**config.mk**
```make
export PLATFORM = sky130hd
export DESIGN_NAME = diag_combiner
export DESIGN_NICKNAME = d
export VERILOG_FILES = /design/src/rtl/diag_pkg.sv /design/src/rtl/diag_slave_watch.sv /design/src/rtl/diag_local_latch.sv /design/src/rtl/diag_seq.sv /design/src/rtl/diag_combiner.sv
export SDC_FILE = /design/constraint.sdc
export NUM_CORES = 1
export LEC_CHECK = 0
export ABC_AREA = 1
export BUFFER_PORTS_ARGS = -buffer_cell sky130_fd_sc_hd__clkbuf_2
export CORE_ASPECT_RATIO = 1.5
export CORE_UTILIZATION = 65
export DETAILED_ROUTE_END_ITERATION = 7
export PLACE_DENSITY = 0.92
export SYNTH_ARGS = -nofsm -noshare
export SYNTH_HDL_FRONTEND = slang
export SYNTH_HIERARCHICAL = 1
export SYNTH_SLANG_ARGS = --single-unit
```
**constraint.sdc**
```tcl
create_clock -name clk_i -period 4.5 [get_ports clk_i]
set_input_delay 0.225 -clock clk_i [delete_from_list [all_inputs] [get_ports clk_i]]
set_output_delay 0.225 -clock clk_i [all_outputs]
set_load 0.02 [all_outputs]
```
**src/rtl/diag_pkg.sv**
```systemverilog
package diag_pkg;
  typedef enum logic [0:0] {ST_IDLE = 1'b0, ST_RUN = 1'b1} diag_state_e;
  localparam int unsigned CODE_W_DEF = 8;
  localparam logic [CODE_W_DEF-1:0] CODE_PASS = 8'h01;
  localparam logic [CODE_W_DEF-1:0] SLAVE_FAIL_MASK = 8'h80;
endpackage

```
**src/rtl/diag_slave_watch.sv**
```systemverilog
module diag_slave_watch #(
  parameter int unsigned TIMEOUT_CYC = 16
) (
  input  logic clk_i,
  input  logic rst_ni,
  input  logic clear_i,
  input  logic run_i,
  input  logic pdiag_ok_i,
  output logic resolved_o,
  output logic failed_o
);
  localparam int unsigned CNT_W = (TIMEOUT_CYC < 2) ? 1 : $clog2(TIMEOUT_CYC);
  localparam logic [CNT_W-1:0] LAST = CNT_W'(TIMEOUT_CYC - 1);

  logic [CNT_W-1:0] cnt_q;
  logic pass_q, tout_q;

  always_ff @(posedge clk_i or negedge rst_ni) begin
    if (!rst_ni) begin
      cnt_q  <= '0;
      pass_q <= 1'b0;
      tout_q <= 1'b0;
    end else if (clear_i) begin
      cnt_q  <= '0;
      pass_q <= 1'b0;
      tout_q <= 1'b0;
    end else if (run_i && !pass_q && !tout_q) begin
      // pass wins over timeout on the last window edge
      if (pdiag_ok_i)         pass_q <= 1'b1;
      else if (cnt_q == LAST) tout_q <= 1'b1;
      else                    cnt_q  <= cnt_q + 1'b1;
    end
  end

  assign resolved_o = pass_q | tout_q;
  assign failed_o   = tout_q;
endmodule

```
**src/rtl/diag_local_latch.sv**
```systemverilog
module diag_local_latch #(
  parameter int unsigned CODE_W = 8
) (
  input  logic              clk_i,
  input  logic              rst_ni,
  input  logic              clear_i,
  input  logic              run_i,
  input  logic              done_i,
  input  logic [CODE_W-1:0] code_i,
  output logic              done_o,
  output logic [CODE_W-1:0] code_o
);
  always_ff @(posedge clk_i or negedge rst_ni) begin
    if (!rst_ni) begin
      done_o <= 1'b0;
      code_o <= '0;
    end else if (clear_i) begin
      done_o <= 1'b0;
      code_o <= '0;
    end else if (run_i && done_i && !done_o) begin
      done_o <= 1'b1;
      code_o <= code_i;
    end
  end
endmodule

```
**src/rtl/diag_seq.sv**
```systemverilog
module diag_seq
  import diag_pkg::*;
#(
  parameter int unsigned CODE_W = 8
) (
  input  logic              clk_i,
  input  logic              rst_ni,
  input  logic              start_i,
  input  logic              slave_present_i,
  input  logic              local_done_i,
  input  logic [CODE_W-1:0] local_code_i,
  input  logic              slave_resolved_i,
  input  logic              slave_failed_i,
  output logic              accept_o,
  output logic              run_o,
  output logic              busy_o,
  output logic [CODE_W-1:0] err_code_o,
  output logic              err_bit_o,
  output logic              irq_o
);
  localparam logic [CODE_W-1:0] PASS_C = CODE_W'(CODE_PASS);
  localparam logic [CODE_W-1:0] FAIL_M = CODE_W'(SLAVE_FAIL_MASK);

  diag_state_e state_q;
  logic finish;
  logic [CODE_W-1:0] final_code;

  assign run_o    = (state_q == ST_RUN);
  assign accept_o = (state_q == ST_IDLE) && start_i;
  assign finish   = run_o && local_done_i && (!slave_present_i || slave_resolved_i);
  assign final_code = local_code_i | ((slave_present_i && slave_failed_i) ? FAIL_M : '0);

  always_ff @(posedge clk_i or negedge rst_ni) begin
    if (!rst_ni) begin
      state_q    <= ST_IDLE;
      err_code_o <= PASS_C;
      err_bit_o  <= 1'b0;
      irq_o      <= 1'b0;
    end else begin
      irq_o <= 1'b0;
      if (accept_o) begin
        state_q <= ST_RUN;
      end else if (finish) begin
        state_q    <= ST_IDLE;
        err_code_o <= final_code;
        err_bit_o  <= (final_code != PASS_C);
        irq_o      <= 1'b1;
      end
    end
  end

  assign busy_o = run_o;
endmodule

```
**src/rtl/diag_combiner.sv**
```systemverilog
module diag_combiner #(
  parameter int unsigned CODE_W      = 8,
  parameter int unsigned TIMEOUT_CYC = 1250000000
) (
  input  logic              clk_i,
  input  logic              rst_ni,
  input  logic              start_i,
  input  logic              slave_present_i,
  input  logic              pdiag_ok_i,
  input  logic              local_done_i,
  input  logic [CODE_W-1:0] local_code_i,
  output logic              busy_o,
  output logic [CODE_W-1:0] err_code_o,
  output logic              err_bit_o,
  output logic              irq_o
);
  logic accept, run, l_done, s_res, s_fail;
  logic [CODE_W-1:0] l_code;

  diag_local_latch #(.CODE_W(CODE_W)) i_local (
    .clk_i(clk_i), .rst_ni(rst_ni), .clear_i(accept), .run_i(run),
    .done_i(local_done_i), .code_i(local_code_i),
    .done_o(l_done), .code_o(l_code)
  );

  diag_slave_watch #(.TIMEOUT_CYC(TIMEOUT_CYC)) i_watch (
    .clk_i(clk_i), .rst_ni(rst_ni), .clear_i(accept), .run_i(run),
    .pdiag_ok_i(pdiag_ok_i), .resolved_o(s_res), .failed_o(s_fail)
  );

  diag_seq #(.CODE_W(CODE_W)) i_seq (
    .clk_i(clk_i), .rst_ni(rst_ni), .start_i(start_i),
    .slave_present_i(slave_present_i),
    .local_done_i(l_done), .local_code_i(l_code),
    .slave_resolved_i(s_res), .slave_failed_i(s_fail),
    .accept_o(accept), .run_o(run), .busy_o(busy_o),
    .err_code_o(err_code_o), .err_bit_o(err_bit_o), .irq_o(irq_o)
  );
endmodule

```
==> impl_metrics.yaml <==
run_status:
  outcome: "finished, final reports clean"
setup_path:
  cp-start-kind: "register"
  end_kind: "register"
  crit_buf_inv: 2
  slowest_stage: "nor2_1"
  cp_top_family: "simple AND/OR/NAND/NOR gates"
  cp_common_cell: "nand2_1"
  crit_cells: 6
  reg2reg_depth: 6
  arrival_ps: 3050
  crit_required_ps: 4690
  critPathKind: "register to register"
  max_stage_delay_ps: 640
  crit_chain: "nor2_1 > inv_1 > nand2_2 > clkinv_2 > nand2_1 > nand2_1"
  crit_fanout: 25
synthesis:
  synth-simple-area-share_pct: 47.5
  synth-edff-count: 0
  ys_ff_latch: 53
  synth_fp_nets: 517
  syn_inst: 502
  synth_top_family_by_area: "simple AND/OR/NAND/NOR gates"
  yosysWarnings: 6
  seq_area_frac_synth_pct: 40.0
  yosys-top-cells-area: "dfrtp_1 (39%), nand2_1 (23%), nor2_1 (9.8%)"
  synthAdderAreaFrac_pct: 0.377
  async_flop_share_pct: 100
  synth_top_area_share_pct: 39.2
  syn_area_mm2: 0.00332
  synth-main-ff-cell: "dfrtp_1"
  synth_top_area_cell: "dfrtp_1"
  synth-compound-area-share_pct: 1.66
  muxShareOfSynthArea_pct: 0
  syn_avg_cell_area_um2: 6.61
  synth_cell_type_count: 32
  synth_xor_area_share_pct: 2.11
detailed_routing:
  drt_iter0_drc: 241
  viasPerCell: 5.43
  ant_nets: 0
  drcViolationCount: 0
  wl_mm: 7.92
  vias: 3196
  wl_per_cell_um: 13.4
  dr.pass1.iters: 5
clocking:
  htree_levels: 2
  cts_made_buffers: 5
  worstSkewPairLatency_ps: 300
  cts.path.max_buffers: 2
  clock-sinks: 53
  hold_buffers: 0
  clk_pin_slew_worst_paths_ps: 90
  cts_tree: "done"
  cts-root-buf: "clkbuf_8"
  cts_resized: 0
  cts_setup_buffers: 0
timing:
  finalClockSkew_ps: 9.14
  post-route-min-period_ps: 2860
  max_freq_mhz: 350
  rsz0062_at_grt: "no"
  final-setup-viol-count: 0
  hold_viol: 0
  finalCritPeriodShare_pct: 63.6
  relSlewSlack_pct: 43.8
  fin_ws_ps: 1640
  fin_tns_setup_ps: 0
  tightest_slew_ps: 842
  drv_slew: 0
placed_design:
  globalplace.congestion: 0.973
  io_buffers: 24
  hpwl_mm: 5.85
  place_ws_ps: 1670
power:
  ir_drop_uv: 314
  p_leak_uw: 0.00180
  p_per_area_mw_per_mm2: 428
global_route:
  antenna_found_initial: 0
  grt_first_pass_wirelength_mm: 12.8
  grt_pass1_vias: 3006
  grt-ovfl-total: 0
  grt_max_degree: 54
  grt_use_total_pct: 32.0
floorplanning:
  dieWidth_um: 60.3
  io_pins: 25
  rows: 31
  start_util_pct: 68.4
  coreArea_mm2: 0.00485
  die_h_um: 89.5
  dieArea_mm2: 0.00540
run:
  maxCapViolCount: 0
final_layout:
  mostFrequentLayoutCells: "nand2_1 (199), nor2_1 (87), dfrtp_1 (52)"
  mostFrequentLayoutCell: "nand2_1"
  num_antenna_cells: 0
  syn2layout_area_growth_pct: 6.67
  finalNetCount: 537
  drive_gt1_share_pct: 10.9
worst_hold_path:
  worstHoldPathType: "primary input to asynchronous set/reset pin"
## layer usage
metal  global-route usage [%]  part of all wire (%)  routed length (µm)
met3                     4.78                   4.2                 329
met5                        0                     0                   0
met2                     59.0                    53                4160
met4                     18.6                   4.8                 382
met1                     33.1                    38                3040
## logic make-up after synthesis
| kind of cell | Yosys count |
|---|---|
| AO/OA/AOI/OAI | 10 |
| XOR/XNOR | 8 |
| adder cells (fa/ha/maj) | 1 |
| buffers and inverters | 64 |
| flip-flops | 53 |
| AND/OR/NAND/NOR | 366 |
## report_power, final
part | leakage [µW] | switching, µW | total [µW] | internal, µW
clock | 0.0000374 | 153 | 263 | 110
combinational | 0.00105 | 363 | 528 | 165
sequential | 0.000708 | 128 | 726 | 597
total | 0.00180 | 645 | 1520 | 872
## cell usage after synthesis, drive strengths merged (3+ instances only)
library cell  count
buf              10
inv              50
nand2           206
nor2             94
dfrtp            52
xor2              5
xnor2             3
o21ai             5
nand4            20
a21oi             4
nand3            43
clkbuf            3
## area by class of cell
type                       count  area [µm²]
clock buffer                   6        72.6
clock inverter                 2        15.0
fill                         400        1310
inverter                      51         193
multi-input combinational    385        1710
sequential                    53        1330
tap                           66        82.6
timing repair buffer          26         135
## sequential cells by signal, indices dropped and copies added (netlist names)
signal            count
i_seq/irq_o           1
i_seq/busy_o          1
i_watch/pass_q        1
i_local/done_o        1
i_seq/err_code_o      8
i_watch/cnt_q        31
i_watch/failed_o      1
i_local/code_o        8
i_seq/err_bit_o       1
## worst paths after layout
path | from | end | slack (ps)
max in group asynchronous | rst_ni | i_watch/cnt_q[5] | 4010
setup reg to reg | i_seq/busy_o | i_watch/cnt_q[19] | 1640
hold / removal | rst_ni | i_seq/err_code_o[4] | 60
hold reg to reg | i_seq/err_code_o[0] | i_seq/err_code_o[0] | 480
setup / recovery | i_seq/busy_o | i_watch/cnt_q[19] | 1640
min in group clk_i | local_code_i[6] | i_local/code_o[6] | 140
## stage by stage
stage	instances	hold slack, ps	total power (µW)	area [µm²]	utilization [%]
after CTS	589	79.6	1530	3540	73.0
after floorplan	502	-70.6	1130	3320	-
after global routing	589	107	1620	3540	73.0
after global placement	581	377	1230	3450	71.2
after detailed placement	581	408	1260	3450	71.2
final	589	57.7	1520	3540	73.0
Note: power is estimated with default switching activity, not from simulation.
